**src/rtl/eth_rx_deframer.sv**
```systemverilog
module eth_rx_deframer #(
  parameter int MIN_DATA  = 46,
  parameter int HDR_BYTES = 14,
  parameter int IDX_W     = 16,
  parameter logic [7:0] SFD = 8'hD5
) (
  input  logic       clk,
  input  logic       rst_n,
  input  logic       rx_bit,
  input  logic       rx_bit_vld,
  input  logic       rx_crs,
  input  logic       strip_en,
  output logic [7:0] rx_data,
  output logic       rx_vld,
  output logic       rx_first,
  output logic       rx_last
);
  localparam int LIM_W = IDX_W + 1;
  localparam logic [IDX_W-1:0] LEN_HI = IDX_W'(HDR_BYTES - 2);
  localparam logic [IDX_W-1:0] LEN_LO = IDX_W'(HDR_BYTES - 1);

  typedef enum logic [1:0] {S_IDLE, S_SKIP, S_HUNT, S_DATA} st_t;
  st_t st;

  logic [7:0]       sh, hi_q, pend_q;
  logic [2:0]       bcnt;
  logic [IDX_W-1:0] idx;
  logic [15:0]      len_q;
  logic             strip_q, pend_v, pend_first, first_todo;

  wire [7:0]       sh_n     = {rx_bit, sh[7:1]};
  wire [15:0]      len_n    = {hi_q, sh_n};
  wire [LIM_W-1:0] keep_lim = LIM_W'(HDR_BYTES) + LIM_W'(len_q);
  wire             keep     = !strip_q || (LIM_W'(idx) < keep_lim);

  always_ff @(posedge clk) begin
    if (!rst_n) begin
      st <= S_IDLE;
      sh <= '0;
      hi_q <= '0;
      pend_q <= '0;
      bcnt <= '0;
      idx <= '0;
      len_q <= '0;
      strip_q <= 1'b0;
      pend_v <= 1'b0;
      pend_first <= 1'b0;
      first_todo <= 1'b0;
      rx_data <= '0;
      rx_vld <= 1'b0;
      rx_first <= 1'b0;
      rx_last <= 1'b0;
    end else begin
      rx_vld <= 1'b0;
      rx_first <= 1'b0;
      rx_last <= 1'b0;
      case (st)
        S_IDLE: if (rx_crs) begin
          st <= S_SKIP;
          bcnt <= '0;
        end
        S_SKIP:
          if (!rx_crs) st <= S_IDLE;
          else if (rx_bit_vld) begin
            bcnt <= bcnt + 3'd1;
            if (bcnt == 3'd7) begin
              st <= S_HUNT;
              sh <= '0;
            end
          end
        S_HUNT:
          if (!rx_crs) st <= S_IDLE;
          else if (rx_bit_vld) begin
            sh <= sh_n;
            if (sh_n == SFD) begin
              st <= S_DATA;
              bcnt <= '0;
              idx <= '0;
              strip_q <= 1'b0;
              pend_v <= 1'b0;
              first_todo <= 1'b1;
            end
          end
        S_DATA:
          if (!rx_crs) begin
            st <= S_IDLE;
            if (pend_v) begin
              rx_data <= pend_q;
              rx_vld <= 1'b1;
              rx_first <= pend_first;
              rx_last <= 1'b1;
            end
            pend_v <= 1'b0;
          end else if (rx_bit_vld) begin
            sh <= sh_n;
            bcnt <= bcnt + 3'd1;
            if (bcnt == 3'd7) begin
              if (idx != '1) idx <= idx + 1'b1;
              if (idx == LEN_HI) hi_q <= sh_n;
              if (idx == LEN_LO) begin
                len_q <= len_n;
                strip_q <= strip_en && (len_n < 16'(MIN_DATA));
              end
              if (keep) begin
                if (pend_v) begin
                  rx_data <= pend_q;
                  rx_vld <= 1'b1;
                  rx_first <= pend_first;
                end
                pend_q <= sh_n;
                pend_v <= 1'b1;
                pend_first <= first_todo;
                first_todo <= 1'b0;
              end
            end
          end
        default: st <= S_IDLE;
      endcase
    end
  end
endmodule

```
**config.mk**
```make
export PLATFORM = sky130hd
export DESIGN_NAME = eth_rx_deframer
export DESIGN_NICKNAME = d
export VERILOG_FILES = /design/src/rtl/eth_rx_deframer.sv
export SDC_FILE = /design/constraint.sdc
export NUM_CORES = 1
export LEC_CHECK = 0
export BUFFER_PORTS_ARGS = -buffer_cell sky130_fd_sc_hd__buf_2
export CORE_UTILIZATION = 45
export DETAILED_ROUTE_END_ITERATION = 16
export SKIP_CTS_REPAIR_TIMING = 1
export SYNTH_ARGS = -nofsm -noshare
export SYNTH_HDL_FRONTEND = slang
export SYNTH_SLANG_ARGS = --single-unit
```
**constraint.sdc**
```tcl
create_clock -name clk -period 9.3 [get_ports clk]
set_input_delay 0.465 -clock clk [delete_from_list [all_inputs] [get_ports clk]]
set_output_delay 0.465 -clock clk [all_outputs]
set_load 0.1 [all_outputs]
```
Yosys cells after proc, flatten, opt, wreduce, memory -nomap -nowiden. Cells that the tools add are included.

Register bits after elaboration: 76. Output and inout bits: 11. Input bits: 6.

Bitwise operators: 2. Reduce and logical (&&, ||, !) cells: 21. Add/sub/neg operators: 3. Equality and inequality tests: 36. Order comparisons: 2. Multiplexer cells: 66.

Operators with widths (count): $mux 16 (7); $mux 8 (10); $eq 16x4->1 const B (2); $ne 2x2->1 const B (16); $pmux 16 s2 (1); $mux 1 (28); $reduce_and 8->1 (3); $ne 3x3->1 const B (7); $mux 3 (6); $reduce_and 6->1 (3); $add 4x16->17 const A (1); $lt 16x17->1 (1); $add 16x1->16 const B (1); $lt 16x6->1 const B (1); $mux 2 (8); $ne 16x16->1 const B (1); $pmux 8 s2 (1); $reduce_and 5->1 (3); $ne 2x1->1 const B (5); $pmux 3 s3 (1); $eq 8x8->1 const B (1); $pmux 2 s4 (1); $reduce_and 7->1 (1); $pmux 1 s2 (3); other kinds (14) (18).

Logic depth before layout (Yosys ltp).
Word-level depth: 8. Gate-level depth with buffers: 15. Mapped depth without buffers: 14.

Worst setup path after synthesis. OpenSTA, ideal clock, no wires.

Path kind: register -> register. Start point: reg len_q[1]. End point: reg rx_data[0]. Data arrival time: 2940 ps. Buffers on the path: 1. Cell stages (with the launch flop): 15. Clock period less this slack: 3087 ps. Required time: 9154 ps. Setup slack: 6213 ps. Cells stage by stage: dfxtp_1 inv_1 ha_1 nand2b_1 nor2b_1 nand4_1 xor2_1 ha_1 a21o_1 a221o_1 a221oi_1 o221ai_1 buf_2 nand4_1 o311ai_0.

Cells in the longest elaborated chain, start to end: 5.

Ends and longest elaborated chain: from (decl) (line 28) `logic [15:0] len_q;`; from (signal assigned) (line 101) `len_q <= len_n;`; $add 4x16->17 (line 33) `wire [LIM_W-1:0] keep_lim = LIM_W'(HDR_BYTES) + LIM_W'(len_q);`; $lt 16x17->1 (line 34) `wire keep = !strip_q || (LIM_W'(idx) < keep_lim);`; $logic_or 1x1->1 (line 34); $ne 2x2->1 (no source line); $reduce_and 4->1 (no source line); to (signal assigned) (line 88) `rx_data <= pend_q;`; to (signal assigned) (line 106) `rx_data <= pend_q;`; to (decl) (line 13) `output logic [7:0] rx_data,`.

Every way passes these cells. A chain may end at the register's enable or synchronous reset.

Final worst setup path.
Start point: reg len_q[1]. End point: reg pend_q[5].

Cells in the longest elaborated chain, start to end: 4.

Ends and longest elaborated chain: $add 4x16->17 (line 33); $lt 16x17->1 (line 34); $logic_or 1x1->1 (line 34); $reduce_and 5->1 (no source line); to (signal assigned) (line 110) `pend_q <= sh_n;`; to (decl) (line 25) `logic [7:0] sh, hi_q, pend_q;`.

Every way passes these cells.

==> metrics.md <==
| Metric | Value |
|---|---|
| Clk Latency, worst-skew pair | 350 ps |
| Synth top area share | 0.396 |
| Final #Nets | 460 |
| Gr ovfl total | 0 |
| Part of the cycle the worst path needs | 0.417 |
| Post-route setup slack | around 5400 ps |
| Initial Utilization | 0.464 |
| Worst Hold Class | primary input to register |
| First-pass GRT wire length | approximately 15,000 µm |
| P_leak | 0.00159 µW |
| Status | finished clean |
| Worst setup EP type | register |
| EDFF count, synth | 0 |
| Slew Limit Fails | 0 |
| WHS Path Cells | 3 |
| Initial drt markers | 98 |
| Endpoints failing setup | 0 |
| Max Cap Viol | 0 |
| Final GP Congestion | 0.858 |
| DRT Pass-1 Iters | 4 |
| DRT Wirelength | around 8600 µm |
| WHS Endpoint | pend_q[7] |
| Main flop type after synthesis | dfxtp_1 |
| Layout cells sized above 1 | 0.0938 |
| Vias in the first global route | ~3,000 |
| Met3 Use GR | 0.0413 |
| Met2 usage | 0.342 |
| Core Box Area | 0.00818 mm² |
| Vias per cell | 5.70 |
| Clock Sinks | 75 |
| Period minus WS final | ~3900 ps |
| Synthesis warning total | 0 |
| CTS HTree Levels | 3 |
| # rows | 33 |
| Drt wl/cell | ~16 µm |
| PortBufs | 16 |
| Setup TNS | 0 ps |
| Tightest Pin Transition | 1100 ps |
| Max Clock Freq | 258 MHz |
| Power Density | 148 mW/mm² |
| Slew headroom | 0.262 |
| GR Util met1 | 0.289 |
| ANT cells | 0 |
| FF-to-FF path depth | 12 |
| Worst R2R End | pend_q[5] |
| Reg2Reg Setup Slack | 5430 ps |
| CP Class | register to register |
| I/O pins | 17 |
| Avg Cell Area, Syn | between 8 and 9 µm² |
| Detailed Place HPWL | 5980 µm |
| Most Crowded Layer GR | met2 |
| Reg clk slew, reported paths | around 80 ps |
| Critical Path RT | 9580 ps |
| RSZ-0062 raised after global routing | false |
| Largest net degree at the start of global routing | 47 |
| Crit start category | register |
| Area leader, netlist | dfxtp_1 |
| Hold Vio Cnt, Final | 0 |
| Register area share after synthesis | 0.396 |
| Worst vdd ir | 0.0661 mV |
| Crit-path max FO | 11 |
| Cts bufs inserted | 9 |
| Number of synthesized register bits | 75 |
| Syn nets | 454 |
| Most common cell after layout, fill and taps aside | dfxtp_1 |
| Overall die area | 0.00880 mm² |
| Mapped Area | 0.00379 mm² |
| Reg-to-reg startpoint | len_q[1] |
| Die Height | 93.8 µm |
| Worst Hold Launch | rx_bit |
| Area growth syn-to-layout | 8.97% |
| Netlist cell types | about 50 |
| Root Buffer | clkbuf_8 |
| Skew final | 8.59 ps |
| Synth async-reset ratio | 0 |
| GRT Util Overall | 0.215 |
| Die Width | approximately 94 µm |
| Routed Antenna Nets | 0 |
| Commonest non-fill, non-tap cells in the layout | dfxtp_1 (75), nor2_1 (63), nand2_1 (39) |
| Drt drc | 0 |
| TritonCTS clock tree | yes |
| Area contributors post-synth | dfxtp_1 (40%), mux2i_1 (8.4%), ha_1 (6.9%), nor2_1 (6.2%), xor2_1 (4.6%) |
| Worst EP arrival | ~4200 ps |
| Gate Count Post-Synth | 427 |
| Clock Tree Buf Depth | 2 |
| Worst slack, placed | 5440 ps |
| Initial antenna violation count | 0 |
| Detailed-route via count | 3,087 |
==> logic make-up (layout without fill, tap and decap cells) <==
logic type | count (synthesis) | after routing | synth area share
buf+inv | 29 | 39 | 0.0340
mux | 32 | 32 | 0.0845
xor+xnor | 26 | 26 | 0.0600
compound gates | 61 | 61 | 0.114
simple gates | 183 | 183 | 0.243
flops | 75 | 75 | 0.396
fa+ha+maj | 21 | 21 | 0.0693
==> flip-flops by register name, indices dropped and copies added (netlist names), 2 cells and up <==
register	flops
bcnt	3
idx	16
sh	7
len_q	16
rx_data	8
st	2
pend_q	8
hi_q	8
==> worst max-delay path: stages (launching register included) <==
cell and delay (ps):
dfxtp_1 330, nor3_1 460, nor2_1 140, and4_1 250, nand2_1 80, xor2_1 170
ha_1 270, and3_1 170, a221o_1 300, a221oi_1 380, o22ai_1 140, nor2_1 850
mux2i_1 270
==> report_power, final <==
part / switching, µW / internal (µW) / leakage, µW
Clock: 122 / 156 / 0.000108
Combinational: 10.4 / 1.85 / 0.000874
Sequential: 1.19 / 321 / 0.000604
Total: 134 / 479 / 0.00159
==> worst max path at each step <==
stage                     slack [ps]  startpoint         end
final                           5430    len_q[1]   pend_q[5]
after global routing            5040    len_q[1]  pend_first
after CTS                       5420    len_q[1]  pend_first
after detailed placement        5440    len_q[1]   pend_q[3]
after global placement          5570    len_q[1]   pend_q[3]
after floorplan                 6210    len_q[1]  rx_data[0]
==> layer usage <==
metal | up-vias | wire [µm] | share of wire
met1 | 1485 | 4240 | 0.49
met5 | - | 0 | 0
met2 | 36 | 4050 | 0.47
met3 | 10 | 209 | 0.024
li1 | 1556 | - | -
met4 | 0 | 97 | 0.011
==> synth_stat cells, types with 2 or more instances <==
library cell and n:
a31oi_1 8, a22oi_1 7, clkbuf_1 10, ha_1 21, and2_1 3, a21o_1 4, nor3_1 2, nand2_1 39
buf_2 7, inv_1 5, nor4b_1 8, mux2i_1 32, dfxtp_1 75, and4_1 5, nor2_2 2, a21oi_1 14
nor4_1 4, o22ai_1 2, nand4_1 23, o311ai_0 7, xor2_1 20, o21ai_0 6, buf_1 4, xnor2_1 6
nor2_1 63, nand3_1 14, and3_1 11, o21a_1 2
==> cell type report <==
cell class | instances | area, µm²
Multi-Input combinational cell | 323 | 2170
Clock buffer | 10 | 138
Sequential cell | 75 | 1500
Inverter | 6 | 22.5
Clock inverter | 5 | 77.6
Timing Repair Buffer | 18 | 95.1
Fill cell | 807 | 4040
Tap cell | 105 | 131
==> per-stage QoR <==
step,hold WS (ps),area (µm²),utilization,total power (µW),cells
floorplan,430,3790,-,338,427
global placement,446,3920,0.479,342,527
detailed placement,452,3920,0.479,342,527
CTS,441,4130,0.506,619,542
global route,451,4130,0.506,634,542
finish,446,4130,0.506,613,542
No activity file was read; power rests on OpenSTA's default activity.
